===== src/rtl/rcfg_pkg.sv =====
package rcfg_pkg;

    localparam int DW = 32;

    typedef enum logic [2:0] {
        P_MODE   = 3'd0,
        P_EARLY  = 3'd1,
        P_WDTIME = 3'd2,
        P_WDEN   = 3'd3,
        P_BOOT   = 3'd4,
        P_OSC    = 3'd5,
        P_CAUSE  = 3'd6,
        P_CTRL   = 3'd7
    } param_e;

    typedef struct packed {
        logic            rd_eng;     // a read of this word goes to the engine
        logic            wr_eng;     // a write of this word goes to the engine
        logic            wr_timer;   // write fires watchdog restart pulse
        logic            wr_reconf;  // write raises reconfigure request
        param_e          param;
        logic [1:0]      rsrc;
        logic [DW-1:0]   wdata;      // already trimmed to write width
        logic [DW-1:0]   rmask;      // read width mask
    } acc_t;

    typedef enum logic [1:0] {
        S_IDLE  = 2'd0,
        S_ISSUE = 2'd1,
        S_WAIT  = 2'd2
    } seq_e;

    function automatic logic [DW-1:0] width_mask(input int w);
        logic [DW:0] t;
        t = ((DW+1)'(1) << w) - (DW+1)'(1);
        return t[DW-1:0];
    endfunction

    function automatic int rd_width(input param_e p, input bit ext);
        case (p)
            P_MODE:   return 2;
            P_EARLY:  return 1;
            P_WDTIME: return 29;
            P_WDEN:   return 1;
            P_BOOT:   return ext ? 32 : 29;
            P_OSC:    return 1;
            P_CAUSE:  return 5;
            default:  return 0;
        endcase
    endfunction

    function automatic int wr_width(input param_e p, input bit ext);
        case (p)
            P_EARLY:  return 1;
            P_WDTIME: return 12;
            P_WDEN:   return 1;
            P_BOOT:   return ext ? 32 : 24;
            P_OSC:    return 1;
            default:  return 0;
        endcase
    endfunction

endpackage


===== src/rtl/rcfg_decode.sv =====
module rcfg_decode
    import rcfg_pkg::*;
#(
    parameter int ADDR_W   = 5,
    parameter bit EXT_ADDR = 1'b0
) (
    input  logic [ADDR_W-1:0] addr,
    input  logic [DW-1:0]     wdata,
    output acc_t              acc
);
    localparam int PBITS = 3;
    localparam int SBITS = 2;

    logic   in_range;
    param_e p;

    generate
        if (ADDR_W > PBITS + SBITS) begin : g_hi
            assign in_range = ~|addr[ADDR_W-1:PBITS+SBITS];
        end else begin : g_nohi
            assign in_range = 1'b1;
        end
    endgenerate

    assign p = param_e'(addr[PBITS+SBITS-1:SBITS]);

    always_comb begin
        acc       = '0;
        acc.param = p;
        acc.rsrc  = addr[SBITS-1:0];
        acc.rmask = width_mask(rd_width(p, EXT_ADDR));
        acc.wdata = wdata & width_mask(wr_width(p, EXT_ADDR));
        if (in_range) begin
            acc.rd_eng    = (p != P_CTRL);
            acc.wr_eng    = (p == P_EARLY) || (p == P_WDTIME) || (p == P_WDEN) ||
                            (p == P_BOOT)  || (p == P_OSC);
            acc.wr_timer  = (p == P_CTRL) && (addr[SBITS-1:0] == 2'd0) && wdata[0];
            acc.wr_reconf = (p == P_CTRL) && (addr[SBITS-1:0] == 2'd1) && wdata[0];
        end
    end

endmodule


===== src/rtl/rcfg_seq.sv =====
module rcfg_seq
    import rcfg_pkg::*;
(
    input  logic          clk,
    input  logic          rst,
    input  logic          accept,
    input  logic          is_read,
    input  acc_t          acc_in,
    input  logic          eng_busy,
    input  logic [DW-1:0] eng_rdata,
    output logic          eng_rd,
    output logic          eng_wr,
    output logic [2:0]    eng_param,
    output logic [1:0]    eng_rsrc,
    output logic [DW-1:0] eng_wdata,
    output logic [DW-1:0] rdata,
    output logic          rvalid,
    output logic          stall
);
    seq_e   state_q;
    acc_t   acc_q;
    logic   dir_rd_q;
    logic   seen_q;

    always_ff @(posedge clk) begin
        if (rst) begin
            state_q  <= S_IDLE;
            acc_q    <= '0;
            dir_rd_q <= 1'b0;
            seen_q   <= 1'b0;
            rvalid   <= 1'b0;
            rdata    <= '0;
        end else begin
            rvalid <= 1'b0;
            case (state_q)
                S_IDLE: begin
                    if (accept) begin
                        if (is_read) begin
                            if (acc_in.rd_eng) begin
                                acc_q    <= acc_in;
                                dir_rd_q <= 1'b1;
                                state_q  <= S_ISSUE;
                            end else begin
                                rvalid <= 1'b1;
                                rdata  <= '0;
                            end
                        end else if (acc_in.wr_eng) begin
                            acc_q    <= acc_in;
                            dir_rd_q <= 1'b0;
                            state_q  <= S_ISSUE;
                        end
                    end
                end
                S_ISSUE: begin
                    seen_q  <= 1'b0;
                    state_q <= S_WAIT;
                end
                S_WAIT: begin
                    if (eng_busy) begin
                        seen_q <= 1'b1;
                    end else if (seen_q) begin
                        state_q <= S_IDLE;
                        if (dir_rd_q) begin
                            rvalid <= 1'b1;
                            rdata  <= eng_rdata & acc_q.rmask;
                        end
                    end
                end
                default: state_q <= S_IDLE;
            endcase
        end
    end

    assign eng_rd    = (state_q == S_ISSUE) &&  dir_rd_q;
    assign eng_wr    = (state_q == S_ISSUE) && !dir_rd_q;
    assign eng_param = acc_q.param;
    assign eng_rsrc  = acc_q.rsrc;
    assign eng_wdata = acc_q.wdata;
    assign stall     = eng_busy || (state_q != S_IDLE);

endmodule


===== src/rtl/rcfg_ctl.sv =====
module rcfg_ctl (
    input  logic clk,
    input  logic rst,
    input  logic kick_timer,
    input  logic kick_reconf,
    input  logic done,
    output logic timer_pulse,
    output logic reconf_hold
);
    always_ff @(posedge clk) begin
        if (rst) begin
            timer_pulse <= 1'b0;
            reconf_hold <= 1'b0;
        end else begin
            timer_pulse <= kick_timer;
            if (done) begin
                reconf_hold <= 1'b0;
            end else if (kick_reconf) begin
                reconf_hold <= 1'b1;
            end
        end
    end
endmodule


===== src/rtl/rcfg_csr_bridge.sv =====
module rcfg_csr_bridge
    import rcfg_pkg::*;
#(
    parameter int ADDR_W   = 5,
    parameter bit EXT_ADDR = 1'b0
) (
    input  logic              clk,
    input  logic              rst,
    input  logic [ADDR_W-1:0] av_address,
    input  logic              av_read,
    input  logic              av_write,
    input  logic [31:0]       av_writedata,
    output logic [31:0]       av_readdata,
    output logic              av_readdatavalid,
    output logic              av_waitrequest,
    output logic [2:0]        eng_param,
    output logic [1:0]        eng_rsrc,
    output logic              eng_rd,
    output logic              eng_wr,
    output logic [31:0]       eng_wdata,
    input  logic [31:0]       eng_rdata,
    input  logic              eng_busy,
    input  logic              eng_done,
    output logic              eng_reset_timer,
    output logic              eng_reconfig
);
    acc_t acc;
    logic accept;
    logic wr_accept;

    rcfg_decode #(.ADDR_W(ADDR_W), .EXT_ADDR(EXT_ADDR)) u_dec (
        .addr  (av_address),
        .wdata (av_writedata),
        .acc   (acc)
    );

    assign accept    = (av_read || av_write) && !av_waitrequest;
    assign wr_accept = accept && !av_read;

    rcfg_seq u_seq (
        .clk       (clk),
        .rst       (rst),
        .accept    (accept),
        .is_read   (av_read),
        .acc_in    (acc),
        .eng_busy  (eng_busy),
        .eng_rdata (eng_rdata),
        .eng_rd    (eng_rd),
        .eng_wr    (eng_wr),
        .eng_param (eng_param),
        .eng_rsrc  (eng_rsrc),
        .eng_wdata (eng_wdata),
        .rdata     (av_readdata),
        .rvalid    (av_readdatavalid),
        .stall     (av_waitrequest)
    );

    rcfg_ctl u_ctl (
        .clk         (clk),
        .rst         (rst),
        .kick_timer  (wr_accept && acc.wr_timer),
        .kick_reconf (wr_accept && acc.wr_reconf),
        .done        (eng_done),
        .timer_pulse (eng_reset_timer),
        .reconf_hold (eng_reconfig)
    );

endmodule


===== config.mk =====
export PLATFORM = sky130hd
export DESIGN_NAME = rcfg_csr_bridge
export DESIGN_NICKNAME = d
export VERILOG_FILES = /design/src/rtl/rcfg_pkg.sv /design/src/rtl/rcfg_decode.sv /design/src/rtl/rcfg_seq.sv /design/src/rtl/rcfg_ctl.sv /design/src/rtl/rcfg_csr_bridge.sv
export SDC_FILE = /design/constraint.sdc
export NUM_CORES = 1
export LEC_CHECK = 0
export ABC_AREA = 1
export BUFFER_PORTS_ARGS = -buffer_cell sky130_fd_sc_hd__buf_2
export CORE_ASPECT_RATIO = 0.7
export CORE_MARGIN = 2
export CORE_UTILIZATION = 25
export CTS_CLUSTER_SIZE = 10
export DETAILED_ROUTE_END_ITERATION = 8
export HOLD_SLACK_MARGIN = 0.08
export PLACE_DENSITY = 0.51
export SLEW_MARGIN = 30
export SYNTH_ARGS = -nofsm -noshare
export SYNTH_HDL_FRONTEND = slang
export SYNTH_SLANG_ARGS = --single-unit

===== constraint.sdc =====
create_clock -name clk -period 4.1 [get_ports clk]
set_clock_uncertainty 0.2 [all_clocks]
set_input_delay 0.82 -clock clk [delete_from_list [all_inputs] [get_ports clk]]
set_output_delay 0.82 -clock clk [all_outputs]
set_load 0.1 [all_outputs]

# == Yosys cells after proc, flatten, opt, wreduce, memory -nomap -nowiden ==
# Cells that the tools add are included.
# totals
ff_bits,108
inputBits,75
# op_classes
add_sub_neg,2
mux,31
n_eq_ne,21
n_reduce_logical,33
n_shift,2
n_bitwise,2
# ops
op,n
two-way mux 69 bit,3
two-way mux 32 bit,6
AND 32 bit,2
case mux 32 bit (2 select lines),1
"left shift 1 x 5 -> 32 bit, first input constant",2
"subtractor 32 x 2 -> 32 bit, second input constant",2
case mux 5 bit (4 select lines),1
case mux 5 bit (3 select lines),1
"== test 3 bit, second input constant",4
two-way mux 2 bit,6
logical AND 1 bit,10
two-way mux 1 bit,10
"!= test 2 bit, second input constant",5
nonzero test 2 bit,4
AND reduction 7 bit,1
"== test 3 x 2 -> 1 bit, second input constant",2
logical OR 1 bit,6
"!= test 2 x 1 -> 1 bit, second input constant",3
"!= test 3 x 2 -> 1 bit, second input constant",2
case mux 2 bit (3 select lines),1
AND reduction 5 bit,1
"== test 2 x 1 -> 1 bit, second input constant",2
zero test 2 bit,2
case mux 1 bit (2 select lines),2
9 further kinds,12

# == Depth between registers and ports, before layout ==
# Gate-level depths: netlist of the first run.
# depth
ltp_word,9
depth_mapped,10
mapped_depth_nobuf,9

# == By module ==
# Synthesis of the first run repeated with hierarchy kept, for this count alone.
# unflattened
cells_unflattened,810
area_unflattened_um2,5511.5
# modules_own_cells
module,cells_each,area_each_um2,seq_area_each_um2,n_inst
rcfg_seq,671,4774.6,2122.0,1
rcfg_decode,121,628.1,0.0,1
rcfg_ctl,9,68.8,40.0,1
rcfg_csr_bridge,9,40.0,0.0,1

# == Least setup slack after synthesis of the first run ==
# Ideal clock, no wire load.
# synth_timing
kind,register -> output
from,register u_seq.state_q[0]
to,output port eng_rd
slack_ps,1324
t_required_ps,3080
path_stages_with_launch,5
arrival_time_ps,1756
cell_sequence,dfxtp_1 -> inv_1 -> nor2_1 -> inv_1 -> nor2_1
# synth_via
elab_chain_len,2
# synth_lines
item,line_no,source
"start, declared",rcfg_seq.sv:20,seq_e state_q;
"start signal, assigned",rcfg_seq.sv:27,state_q <= S_IDLE;
"start signal, assigned",rcfg_seq.sv:42,state_q <= S_ISSUE;
"start signal, assigned",rcfg_seq.sv:50,state_q <= S_ISSUE;
== test 2 x 1 -> 1 bit,rcfg_seq.sv:74,assign eng_rd = (state_q == S_ISSUE) && dir_rd_q;
logical AND 1 bit,rcfg_seq.sv:74,
"end, declared",rcfg_csr_bridge.sv:18,"output logic eng_rd,"
# No other way between the ends.

# == Final worst setup path of the first run ==
# layout_timing
from,input port eng_busy
to,output port av_waitrequest
# layout_via
elab_chain_len,1
# layout_lines
item,line_no,source
"start, declared",rcfg_csr_bridge.sv:22,"input logic eng_busy,"
logical OR 1 bit,rcfg_seq.sv:79,assign stall = eng_busy || (state_q != S_IDLE);
"end, declared",rcfg_csr_bridge.sv:15,"output logic av_waitrequest,"
# No other way between the ends.

==> results of run 1 <==
## worst max path at each step
stage | startpoint | to | slack [ns]
final | eng_busy | av_waitrequest | 1.58
after global routing | av_address[4] | u_seq.eng_wdata[22] | 1.41
after CTS | eng_busy | av_waitrequest | 1.58
after detailed placement | av_address[4] | u_seq.eng_wdata[22] | 1.28
after global placement | av_address[2] | u_seq.acc_q[0] | 1.24
after floorplan | u_seq.state_q[0] | eng_rd | 1.32
## synth_stat cells (all sizes together), types with 2 or more instances
cell type  number  area share (%)
nand3          20             2.6
nor2          161              15
nand3b         17             3.3
inv            42             4.1
buf            54              10
nand4           2            0.70
o21ai          19             2.4
dfxtp          84              43
a21oi          28             3.6
nand2         124              12
ha              2            0.64
clkbuf         12             1.2
## routing by layer
layer  vias up  routed length (um)  GRT usage [%]  part of all wire, %
met4         0                 172           4.65                  1.6
met1      1559                5770           18.7                   53
met2        88                4320           19.0                   40
met5         -                   0              0                    0
li1       1897                   -              -                    -
met3        14                 554           4.21                  5.1
## flip-flops by register name, indices dropped and copies added, names as in the netlist
signal and count:
u_seq.eng_wdata 32, u_seq.rdata 32, u_seq.acc_q 8, u_seq.eng_param 3
u_seq.eng_rsrc 2, u_seq.state_q 2, u_ctl.reconf_hold 1, u_ctl.timer_pulse 1
u_seq.dir_rd_q 1, u_seq.rvalid 1, u_seq.seen_q 1
## layout make-up
type	instances	area [um2]
timing repair buffer	145	736
clock buffer	11	253
multi-input combinational	377	1640
tap	200	250
antenna	1	2.50
inverter	42	160
clock inverter	5	50.0
sequential	84	1680
fill	1747	10600
## tightest hold or removal path: stages (launching register included)
cell and delay (ns):
dfxtp_1 0.30, nand2_1 0.06, nor2_1 0.04
## logic make-up (layout without fill, tap and decap cells)
logic type | Yosys count | in the layout | share of synthesized area (%)
compound gates | 48 | 48 | 6.19
fa+ha+maj | 2 | 2 | 0.638
buf+inv | 108 | 203 | 15.4
flops | 84 | 84 | 42.9
other cells | 0 | 1 | 0
simple gates | 327 | 327 | 34.9
## report_power, final
part	internal (mW)	switching, mW	leakage (nW)	total [mW]
logic	0.0800	0.302	1.59	0.382
clock network	0.501	0.338	0.155	0.839
registers	0.848	0.0174	0.682	0.865
==> results.yml, run 1 <==
die:
  die_y_um: 109
  io-pin-count: 150
  initial_core_util_pct: 25.5
  row_count: 38
  core-area_um2: 15400
  die-area_um2: 16700
  die_w_um: 154
hold_path:
  min_to: "u_seq.eng_wdata[29]"
  hp-start: "u_seq.eng_wdata[29]"
  whs_path_depth: 2
  min_path_type: "flip-flop to flip-flop"
cts:
  cts_setup_buffers: 0
  clk_pin_slew_ns: 0.06
  cts_buffers: 9
  ctsHoldBuffers: 0
  cts.sinks: 84
  insertion_delay_ns: 0.34
  clockRootBuffer: "clkbuf_16"
  h-tree-depth: 3
  cts_tree: "done"
  cts_buffer_depth: 2
  cts_resized: 0
worst_setup_path:
  start_kind: "input pin"
  path_depth: 4
  cpMostUsedCell: "buf_2"
  worstRegToRegCells: 8
  crit_fanout: 3
  path_buf_inv: 3
  required_ns: 3.08
  crit_path_end_kind: "output port"
  r2r_end: "u_seq.rdata[31]"
  crit_type: "input pin to output port"
  rrSetupSlack_ns: 1.77
  crit_family: "buffers and inverters"
  arrival_ns: 1.50
  r2r-start: "u_seq.state_q[0]"
  path_cells: "buf_2, inv_2, nand2_1, buf_2"
  cp_slowest_stage_delay_ns: 0.44
  crit_slowest_cell: "buf_2"
layout:
  nets: 736
  final-instance-count-excl-fill: 865
  final_area_um2: 4770
  final_common_cell: "nor2_1"
  final_cell_mix: "nor2_1, buf_2, nand2_1, dfxtp_1, inv_1"
  drive_above_1_share_pct: 26.1
  final_util_pct: 31.0
  syn_to_final_growth_pct: 21.6
timing:
  fmax_mhz: 397
  hold_viol: 0
  rsz0062_at_grt: "false"
  fin_crit_ns: 2.52
  setup_tns_ns: 0
  fin_ws_ns: 1.58
  fin_hold_ws_ns: 0.240
  worstMarginPinSlew_ns: 0.902
  slew-limit-headroom_pct: 39.7
  setup_viol: 0
  fin_crit_sh_pct: 61.4
  slew_violations: 0
synth:
  synth_edf_count: 0
  yosys_warnings: 0
  ys.flop_type: "dfxtp_1"
  synth.net_count: 646
  yosysSeqAreaShare_pct: 42.9
  netlist_area_um2: 3920
  syn_inst: 569
  synth_seq_cells: 84
  ys_async_sr_fraction_pct: 0
  netlist-cell-type-count: 26
  syn_area_per_cell_um2: 6.89
placed_design:
  place_hpwl_um: 7420
  routabilityCongestion: 0.722
  dpl_worst_slack_ns: 1.28
  post_dp_cell_area_um2: 4460
  numPortBuffers: 141
  dp.cells: 848
route:
  drt_iter0_drc: 174
  vias: 3558
  avgViaCountPerCell: 4.11
  wl_per_cell_um: 12.5
  drc: 0
  drt_first_pass_iters: 6
  routed_wl_um: 10800
  ant_nets: 0
run_status:
  status: "finished, final reports clean"
global_routing:
  grt_overflow_total: 0
  grt_max_degree: 39
  grt_pass1_wl_um: 17400
  grt_pass1_vias: 3276
  antenna_found_initial: 1
  grt_usage_pct: 13.3
power:
  p_leak_nw: 2.43
  vdd_ir_drop_max_mv: 0.171
  power_density_nw_per_um2: 437
  total_power_mw: 2.09
run:
  max-cap-violations: 0
Power figures use the tool's default switching activity.
==> inputs of run 2 (changes only) <==
--- a/config.mk
+++ b/config.mk
@@ -13,7 +13,7 @@
 export CTS_CLUSTER_SIZE = 10
 export DETAILED_ROUTE_END_ITERATION = 8
 export HOLD_SLACK_MARGIN = 0.08
-export PLACE_DENSITY = 0.51
+export PLACE_DENSITY = 0.53
 export SLEW_MARGIN = 30
 export SYNTH_ARGS = -nofsm -noshare
 export SYNTH_HDL_FRONTEND = slang
==> constraint.sdc (replaced) <==
create_clock -name clk -period 2.2 [get_ports clk]
set_clock_uncertainty 0.2 [all_clocks]
set_input_delay 0.44 -clock clk [delete_from_list [all_inputs] [get_ports clk]]
set_output_delay 0.44 -clock clk [all_outputs]
set_load 0.1 [all_outputs]
==> results.yml, run 2 (same netlist as run 1, synthesis figures left out) <==
run_status:
  status: "finished, final reports clean"
layout:
  drive_above_1_share_pct: 27.6
  nets: 750
  final-instance-count-excl-fill: 878
  syn_to_final_growth_pct: 25.3
  final_common_cell: "nor2_1"
  final_area_um2: 4920
  num_antenna_cells: 0
  final_cell_mix: "nor2_1, buf_2, nand2_1, dfxtp_1, inv_1"
cts:
  cts_setup_buffers: 0
  insertion_delay_ns: 0.35
  clk_pin_slew_ns: 0.06
  cts.sinks: 84
  cts_buffer_depth: 2
  cts_resized: 0
  clockRootBuffer: "clkbuf_16"
  cts_buffers: 9
  cts_tree: "done"
  ctsHoldBuffers: 0
  h-tree-depth: 3
die:
  row_count: 38
  die_w_um: 154
  initial_core_util_pct: 25.5
  io-pin-count: 150
  die-area_um2: 16700
  die_y_um: 109
  core-area_um2: 15400
timing:
  slew-limit-headroom_pct: 66.2
  hold_viol: 0
  rsz0062_at_grt: "false"
  slew_violations: 0
  fin_crit_ns: 1.96
  fin_hold_ws_ns: 0.130
  fmax_mhz: 510
  setup_viol: 0
  worstMarginPinSlew_ns: 0.511
  fin_crit_sh_pct: 89.2
  setup_tns_ns: 0
worst_setup_path:
  cp_slowest_stage_delay_ns: 0.34
  path_cells: "inv_1, nor2_1, inv_1, nor2_1, clkbuf_4"
  required_ns: 1.56
  crit_type: "flip-flop to output port"
  arrival_ns: 1.32
  crit_slowest_cell: "clkbuf_4"
  start_kind: "flip-flop"
  crit_fanout: 4
  crit_path_end_kind: "output port"
power:
  clkPwrFrac_pct: 41.6
  power_frac_comb_pct: 18.3
  internal_power_mw: 2.78
  p_leak_nw: 2.49
  p_seq_share_pct: 40.1
  vdd_ir_drop_max_mv: 0.351
  switching_share_pct: 30.9
  total_power_mw: 4.02
  power_density_nw_per_um2: 817
  p_sw_mw: 1.24
route:
  routed_wl_um: 10900
  avgViaCountPerCell: 4.07
  wl_per_cell_um: 12.4
  drc: 0
  vias: 3571
  ant_nets: 0
  drt_first_pass_iters: 4
  drt_iter0_drc: 168
hold_path:
  min_path_type: "input pin to flip-flop"
global_routing:
  grt_pass1_wl_um: 17700
  grt_max_degree: 41
  grt_usage_pct: 13.6
  antenna_found_initial: 0
  grt_pass1_vias: 3405
  grt_overflow_total: 0
placed_design:
  dp.cells: 862
  numPortBuffers: 141
  routabilityCongestion: 0.724
  post_dp_cell_area_um2: 4580
  place_hpwl_um: 7640
run:
  max-cap-violations: 0
-- run 2: final cells by class --
type                    instances  area, um2
repair buffers                159        858
clock buffers                  11        243
flip-flops and latches         84       1680
clock inverters                 5       83.8
well taps                     200        250
multi-input cells             377       1640
inverters                      42        160
fillers                      1757      10500
-- run 2: metal layers --
| metal | wire [um] | global-route usage, % | part of all wire, % | up-vias |
|---|---|---|---|---|
| met5 | 0 | 0 | 0 | - |
| met4 | 93 | 3.80 | 0.85 | 0 |
| met3 | 706 | 5.05 | 6.5 | 8 |
| met2 | 4240 | 19.0 | 39 | 97 |
| met1 | 5840 | 19.4 | 54 | 1547 |
| li1 | - | - | - | 1919 |
-- run 2: power groups by stage --
| stage | sequential [mW] | combinational [mW] | clock (mW) |
|---|---|---|---|
| finish | 1.61 | 0.734 | 1.67 |
| global route | 1.62 | 0.799 | 1.80 |
| CTS | 1.61 | 0.741 | 1.74 |
| detailed placement | 1.65 | 0.740 | 0 |
| global placement | 1.65 | 0.738 | 0 |
| floorplan | 1.71 | 0.535 | 0 |
-- run 2: worst paths after layout --
check	start	to	slack, ns	depth (start not counted)
max	u_seq.state_q[0]	eng_rd	0.24	5
min	eng_done	u_ctl.reconf_hold	0.13	3
max reg2reg	u_seq.state_q[1]	u_seq.eng_wdata[23]	0.58	8
min reg2reg	u_seq.eng_wdata[29]	u_seq.eng_wdata[29]	0.24	2
-- run 2: worst max-delay path: cells and delay by family, from the launching register on --
kind,cells,cell delay [ns]
AND/OR/NAND/NOR,2,0.18
flip-flops,1,0.32
buffers and inverters,3,0.48
-- run 2: per-stage QoR --
step                util, %  worst slack, ns
floorplan                 -           -0.196
global placement       29.8            0.373
detailed placement     29.8            0.361
CTS                    31.9            0.126
global route           31.9           0.0600
finish                 31.9            0.238
